**src/rtl/spc_pkg.sv**
```systemverilog
package spc_pkg;

  typedef enum logic [1:0] {
    CS_INV = 2'd0,
    CS_SHR = 2'd1,
    CS_EXC = 2'd2,
    CS_ATM = 2'd3
  } cstate_t;

  typedef enum logic [1:0] {
    LOP_READ   = 2'd0,
    LOP_WRITE  = 2'd1,
    LOP_LOCK   = 2'd2,
    LOP_UNLOCK = 2'd3
  } lop_t;

  typedef enum logic {
    SOP_READ = 1'b0,
    SOP_KILL = 1'b1
  } sop_t;

  typedef struct packed {
    logic    ok;
    logic    bcast_inv;
    logic    unlock_err;
    cstate_t nxt;
  } lres_t;

  typedef struct packed {
    logic    supply;
    logic    refuse;
    cstate_t nxt;
  } sres_t;

  // Transition for a request coming from this node's processor.
  function automatic lres_t local_step(cstate_t cur, lop_t op, logic rlock);
    lres_t r;
    r.ok         = 1'b1;
    r.bcast_inv  = 1'b0;
    r.unlock_err = 1'b0;
    r.nxt        = cur;
    case (op)
      LOP_READ: begin
        if (cur == CS_INV) begin
          if (rlock) r.ok = 1'b0;
          else       r.nxt = CS_SHR;
        end
      end
      LOP_WRITE: begin
        if (cur == CS_INV || cur == CS_SHR) begin
          if (rlock) r.ok = 1'b0;
          else begin
            r.nxt       = CS_EXC;
            r.bcast_inv = 1'b1;
          end
        end
      end
      LOP_LOCK: begin
        if (cur == CS_ATM || rlock) r.ok = 1'b0;
        else begin
          r.nxt       = CS_ATM;
          r.bcast_inv = (cur != CS_EXC);
        end
      end
      default: begin
        if (cur == CS_ATM) r.nxt = CS_EXC;
        else begin
          r.ok         = 1'b0;
          r.unlock_err = 1'b1;
        end
      end
    endcase
    return r;
  endfunction

  // Transition for a request snooped from another node.
  function automatic sres_t snoop_step(cstate_t cur, sop_t op);
    sres_t r;
    r.supply = 1'b0;
    r.refuse = 1'b0;
    r.nxt    = cur;
    if (cur == CS_ATM) begin
      r.refuse = 1'b1;
    end else if (op == SOP_READ) begin
      if (cur == CS_EXC) begin
        r.supply = 1'b1;
        r.nxt    = CS_SHR;
      end
    end else begin
      r.nxt = CS_INV;
    end
    return r;
  endfunction

endpackage

```
**src/rtl/spc_state_table.sv**
```systemverilog
module spc_state_table
  import spc_pkg::*;
#(
  parameter int N_ENTRIES = 8,
  parameter int IW        = 3
) (
  input  logic          clk,
  input  logic          rst_n,
  input  logic [IW-1:0] ra_idx,
  output cstate_t       ra_state,
  input  logic [IW-1:0] rb_idx,
  output cstate_t       rb_state,
  input  logic          wa_en,
  input  logic [IW-1:0] wa_idx,
  input  cstate_t       wa_state,
  input  logic          wb_en,
  input  logic [IW-1:0] wb_idx,
  input  cstate_t       wb_state
);
  localparam int SW = $bits(cstate_t);

  logic [N_ENTRIES*SW-1:0] flat;

  for (genvar e = 0; e < N_ENTRIES; e++) begin : g_ent
    cstate_t q;
    always_ff @(posedge clk or negedge rst_n) begin
      if (!rst_n)                              q <= CS_INV;
      else if (wa_en && wa_idx == IW'(e))      q <= wa_state;
      else if (wb_en && wb_idx == IW'(e))      q <= wb_state;
    end
    assign flat[e*SW +: SW] = q;
  end

  assign ra_state = cstate_t'(flat[ra_idx*SW +: SW]);
  assign rb_state = cstate_t'(flat[rb_idx*SW +: SW]);

endmodule

```
**src/rtl/spc_local_unit.sv**
```systemverilog
module spc_local_unit
  import spc_pkg::*;
(
  input  logic    clk,
  input  logic    rst_n,
  input  logic    fire,
  input  lop_t    op,
  input  logic    rlock,
  input  cstate_t cur,
  output logic    wr_en,
  output cstate_t nxt,
  output logic    done,
  output logic    ok,
  output cstate_t state,
  output logic    bcast,
  output logic    err
);
  lres_t res;

  always_comb begin
    res   = local_step(cur, op, rlock);
    wr_en = fire;
    nxt   = res.nxt;
  end

  always_ff @(posedge clk or negedge rst_n) begin
    if (!rst_n) begin
      done  <= 1'b0;
      ok    <= 1'b0;
      state <= CS_INV;
      bcast <= 1'b0;
      err   <= 1'b0;
    end else begin
      done  <= fire;
      ok    <= fire & res.ok;
      state <= fire ? res.nxt : CS_INV;
      bcast <= fire & res.bcast_inv;
      err   <= fire & res.unlock_err;
    end
  end

endmodule

```
**src/rtl/spc_snoop_unit.sv**
```systemverilog
module spc_snoop_unit
  import spc_pkg::*;
(
  input  logic    clk,
  input  logic    rst_n,
  input  logic    fire,
  input  sop_t    op,
  input  cstate_t cur,
  output logic    wr_en,
  output cstate_t nxt,
  output logic    done,
  output logic    supply,
  output logic    refuse,
  output cstate_t state
);
  sres_t res;

  always_comb begin
    res   = snoop_step(cur, op);
    wr_en = fire;
    nxt   = res.nxt;
  end

  always_ff @(posedge clk or negedge rst_n) begin
    if (!rst_n) begin
      done   <= 1'b0;
      supply <= 1'b0;
      refuse <= 1'b0;
      state  <= CS_INV;
    end else begin
      done   <= fire;
      supply <= fire & res.supply;
      refuse <= fire & res.refuse;
      state  <= fire ? res.nxt : CS_INV;
    end
  end

endmodule

```
**src/rtl/sp_coh_ctrl.sv**
```systemverilog
module sp_coh_ctrl
  import spc_pkg::*;
#(
  parameter  int N_ENTRIES = 8,
  localparam int IW        = (N_ENTRIES > 1) ? $clog2(N_ENTRIES) : 1
) (
  input  logic          clk,
  input  logic          rst_n,
  input  logic          lreq_valid,
  input  logic [1:0]    lreq_op,
  input  logic [IW-1:0] lreq_idx,
  input  logic          lreq_remote_lock,
  output logic          lreq_ready,
  input  logic          snp_valid,
  input  logic          snp_op,
  input  logic [IW-1:0] snp_idx,
  output logic          l_done,
  output logic          l_ok,
  output logic [1:0]    l_state,
  output logic          l_inv,
  output logic          l_err,
  output logic          s_done,
  output logic          s_supply,
  output logic          s_refuse,
  output logic [1:0]    s_state
);
  // Named internal events, brought out for the checker.
  logic    idx_clash;
  logic    loc_fire;
  logic    snp_fire;
  cstate_t loc_cur;
  cstate_t snp_cur;
  cstate_t loc_nxt;
  cstate_t snp_nxt;
  logic    loc_wr;
  logic    snp_wr;
  cstate_t l_state_e;
  cstate_t s_state_e;

  // A snoop to the same sub-page wins; the local request waits a cycle.
  assign idx_clash  = snp_valid && (snp_idx == lreq_idx);
  assign lreq_ready = !idx_clash;
  assign loc_fire   = lreq_valid && lreq_ready;
  assign snp_fire   = snp_valid;

  spc_state_table #(.N_ENTRIES(N_ENTRIES), .IW(IW)) u_tbl (
    .clk      (clk),
    .rst_n    (rst_n),
    .ra_idx   (lreq_idx),
    .ra_state (loc_cur),
    .rb_idx   (snp_idx),
    .rb_state (snp_cur),
    .wa_en    (loc_wr),
    .wa_idx   (lreq_idx),
    .wa_state (loc_nxt),
    .wb_en    (snp_wr),
    .wb_idx   (snp_idx),
    .wb_state (snp_nxt)
  );

  spc_local_unit u_loc (
    .clk   (clk),
    .rst_n (rst_n),
    .fire  (loc_fire),
    .op    (lop_t'(lreq_op)),
    .rlock (lreq_remote_lock),
    .cur   (loc_cur),
    .wr_en (loc_wr),
    .nxt   (loc_nxt),
    .done  (l_done),
    .ok    (l_ok),
    .state (l_state_e),
    .bcast (l_inv),
    .err   (l_err)
  );

  spc_snoop_unit u_snp (
    .clk    (clk),
    .rst_n  (rst_n),
    .fire   (snp_fire),
    .op     (sop_t'(snp_op)),
    .cur    (snp_cur),
    .wr_en  (snp_wr),
    .nxt    (snp_nxt),
    .done   (s_done),
    .supply (s_supply),
    .refuse (s_refuse),
    .state  (s_state_e)
  );

  assign l_state = l_state_e;
  assign s_state = s_state_e;

endmodule


```
**config.mk**
```make
export PLATFORM = sky130hd
export DESIGN_NAME = sp_coh_ctrl
export DESIGN_NICKNAME = d
export VERILOG_FILES = /design/src/rtl/spc_pkg.sv /design/src/rtl/spc_state_table.sv /design/src/rtl/spc_local_unit.sv /design/src/rtl/spc_snoop_unit.sv /design/src/rtl/sp_coh_ctrl.sv
export SDC_FILE = /design/constraint.sdc
export NUM_CORES = 1
export LEC_CHECK = 0
export ABC_AREA = 1
export BUFFER_PORTS_ARGS = -buffer_cell sky130_fd_sc_hd__buf_2
export CAP_MARGIN = 20
export CORE_MARGIN = 2
export CORE_UTILIZATION = 45
export CTS_CLUSTER_SIZE = 16
export DETAILED_ROUTE_END_ITERATION = 12
export PLACE_DENSITY_LB_ADDON = 0.25
export SYNTH_ARGS = -nofsm -noshare
export SYNTH_HDL_FRONTEND = slang
export SYNTH_SLANG_ARGS = --single-unit
```
**constraint.sdc**
```tcl
create_clock -name clk -period 1.6 [get_ports clk]
set_input_delay 0.16 -clock clk [delete_from_list [all_inputs] [get_ports clk]]
set_output_delay 0.16 -clock clk [all_outputs]
set_load 0.01 [all_outputs]
```
==> run metrics <==
slew of the pin with the lowest slew margin=0.6139 ns; PwrDens=891.2 nW/um2; vias=1911; synth-to-layout area growth=18.33%; CTS Buf Count=3; vias per cell=5.308; fill cell count=397; Hold Path Cell Cnt=2; Die Width=68.95 um; endpoint class of the critical path=register; Core Rows=23; DRC=0; 1st-pass router iterations=4; non-filler cells, final=360; Clock Sinks=27; hold endpoint=u_snp.supply$_DFF_PN0_; Mapped Cells=275; Startpoint Class=register; CTS tree=done; library cells used by synthesis=31; Finish-stage setup viols=0; fin crit period=1.521 ns; GR Overflow Total=0; R2R cell count=12; Lkg Pwr=1.179 nW; worst-path fanout max=8; Slew HR=0.5907; cell accounting for the most synthesized area=dfrtp_1; Setup TNS=0 ns; first-pass GRT wire length=7.969 mm; r2r setup slk=0.08 ns; Die Area=4753 um2; initial antenna violation count=0; status=completed; Max H-tree Level=1; Starting DRT DRC Count=186; RR Endpoint=u_tbl.g_ent[0].q[0]$_DFFE_PN0P_; routed len/inst=14.25 um; Initial Util=0.4711; WL final=5.129 mm; CTS max path bufs=2; Yosys top cell area share=0.3560; synth warn=0; final core occ=0.5575; Final Slew Violations=0; Final Hold Viols=0; arrival time at the worst endpoint=1.70 ns; flops & latches, synth=27; CTS root buffer=clkbuf_8; worst hold slack=0.04191 ns; Clk Latency, worst-skew pair=0.29 ns; Max Cap Violations=0; vias in the first global route=1692; Final Skew=0.01126 ns; Mapped Nets=294; largest net degree at the start of global routing=28; Synth Cell Area=1898 um2; Core Area=4029 um2; Reg2Reg Launch Point=u_tbl.g_ent[4].q[1]$_DFFE_PN0P_; GRT Overall Usage=0.2279; worst min-delay path class=input port to register; CP required=1.78 ns; Max Clk Rate=0.6577 GHz; Die Ht=68.95 um; Mapped Avg Cell Area=6.902 um2; IO Pins=26; Seq/Total Area, Yosys=0.3560; Diodes inserted=0; antenna-violating nets left=0; Cells after DPL=350; clock-pin slew on the worst setup and hold paths=0.11 ns; top cells by area, synth=dfrtp_1, nand2_1, nand3_1; worst hold start=snp_op; HPWL Detailed=3.696 mm; Worst Setup SP=u_tbl.g_ent[4].q[1]$_DFFE_PN0P_; period utilization=0.9503; final net count=330; CP Class=register to register; PortBufs=25; share of layout cells above drive strength 1=0.2677; Peak VDD IR=0.3407 mV; placer congestion estimate=0.9561
Yosys cell counts:
library cell,n
o21ai_0,4
nor3_1,5
o21ai_2,2
nand2_1,65
nand3_2,2
nand2_4,2
nor2_2,3
nand2_2,10
and3_1,2
nor2_1,33
nor4b_1,1
o211ai_1,6
nand4_1,2
xnor2_1,1
inv_2,7
buf_4,1
a22oi_1,2
a21oi_1,15
o21bai_1,2
nor4_1,1
a21oi_2,2
dfrtp_1,27
buf_6,2
nand3_1,28
ha_1,5
inv_1,36
o21ai_1,4
a31oi_1,1
buf_2,2
buf_1,1
nand3_4,1
layer usage:
metal	wire, um	vias up	GRT usage
met4	100	0	0.08578
li1	-	947	-
met3	254	11	0.02273
met2	2476	65	0.3798
met5	0	-	0
met1	2298	888	0.3043
critical path: stages (launching register included):
cell and delay, ns:
dfrtp_1 0.43, nand2_1 0.08, nand2_1 0.06, nand2_1 0.08, nand3_1 0.08, nand2_2 0.12
nand2_2 0.08, nand2_1 0.08, nand3_2 0.08, nand2_2 0.09, nand2_4 0.10, nand2_1 0.08
nand2_1 0.05
stage by stage:
| stage | total power [mW] | cell area [um2] | worst slack (ns) |
|---|---|---|---|
| after CTS | 1.927 | 2156 | 0.001085 |
| after floorplan | 1.308 | 1898 | 0.2981 |
| after global routing | 2.130 | 2246 | -0.04488 |
| final | 2.001 | 2246 | 0.07948 |
| after global placement | 1.498 | 2087 | -0.08548 |
| after detailed placement | 1.505 | 2087 | -0.07856 |
timing repair:
item / in CTS / in global routing
buffers inserted: 0 / 4
setup endpoints to repair: 0 / 14
resized for setup: 0 / 19
endpoints found under the hold margin: 28 / 0
hold buffers: 2 / 0
power breakdown:
part | total [mW] | leakage, nW | switching (mW) | internal, mW
logic | 0.711 | 0.804 | 0.444 | 0.267
clock network | 0.420 | 0.0217 | 0.242 | 0.178
registers | 0.870 | 0.353 | 0.0791 | 0.791
placed cells by master (no fill, tap or decap), types with 2 or more instances in the layout:
master	instances
a21oi_1	11
a21oi_2	6
and3_1	2
buf_2	25
buf_4	9
clkbuf_8	3
dfrtp_1	27
dlygate4sd3_1	2
ha_1	5
inv_1	34
inv_2	9
nand2_1	62
nand2_2	11
nand2_4	4
nand3_1	26
nand3_2	4
nand4_1	2
nor2_1	31
nor2_2	5
nor3_1	5
o211ai_1	6
o21ai_0	3
o21ai_1	4
o21ai_2	3
o21bai_1	2
layout make-up:
cell class / instances / area [um2] / area share
Timing Repair Buffer: 37 / 224.0 / 0.09972
Multi-Input combinational cell: 199 / 1074 / 0.4780
Inverter: 43 / 161.4 / 0.07187
Sequential cell: 27 / 675.6 / 0.3008
Clock buffer: 3 / 41.29 / 0.01838
Tap cell: 50 / 62.56 / 0.02786
Clock inverter: 1 / 7.507 / 0.003343
registers in the layout, summed over array words and instances (netlist names):
register / count
u_loc.bcast: 1
u_loc.done: 1
u_loc.err: 1
u_loc.ok: 1
u_loc.state: 2
u_snp.done: 1
u_snp.refuse: 1
u_snp.state: 2
u_snp.supply: 1
u_tbl.g_ent.q: 16
cell families (layout without fill, tap and decap cells):
group	after synthesis	count (layout)	share of synthesized area
buf+inv	49	84	0.1081
simple gates	155	155	0.3764
fa+ha+maj	5	5	0.03296
compound gates	38	38	0.1220
flops	27	27	0.3560
xor+xnor	1	1	0.004615
worst max-delay path by stage:
stage / endpoint / slack, ns / cells after the start
after floorplan: u_tbl.g_ent[0].q[0]$_DFFE_PN0P_ / 0.30 / 11
after global placement: u_tbl.g_ent[3].q[0]$_DFFE_PN0P_ / -0.09 / 14
after detailed placement: u_tbl.g_ent[6].q[0]$_DFFE_PN0P_ / -0.08 / 14
after CTS: u_tbl.g_ent[3].q[0]$_DFFE_PN0P_ / 0.001 / 8
after global routing: u_tbl.g_ent[0].q[1]$_DFFE_PN0P_ / -0.04 / 10
final: u_tbl.g_ent[0].q[0]$_DFFE_PN0P_ / 0.08 / 12
Note: power is estimated with default switching activity, not from simulation.
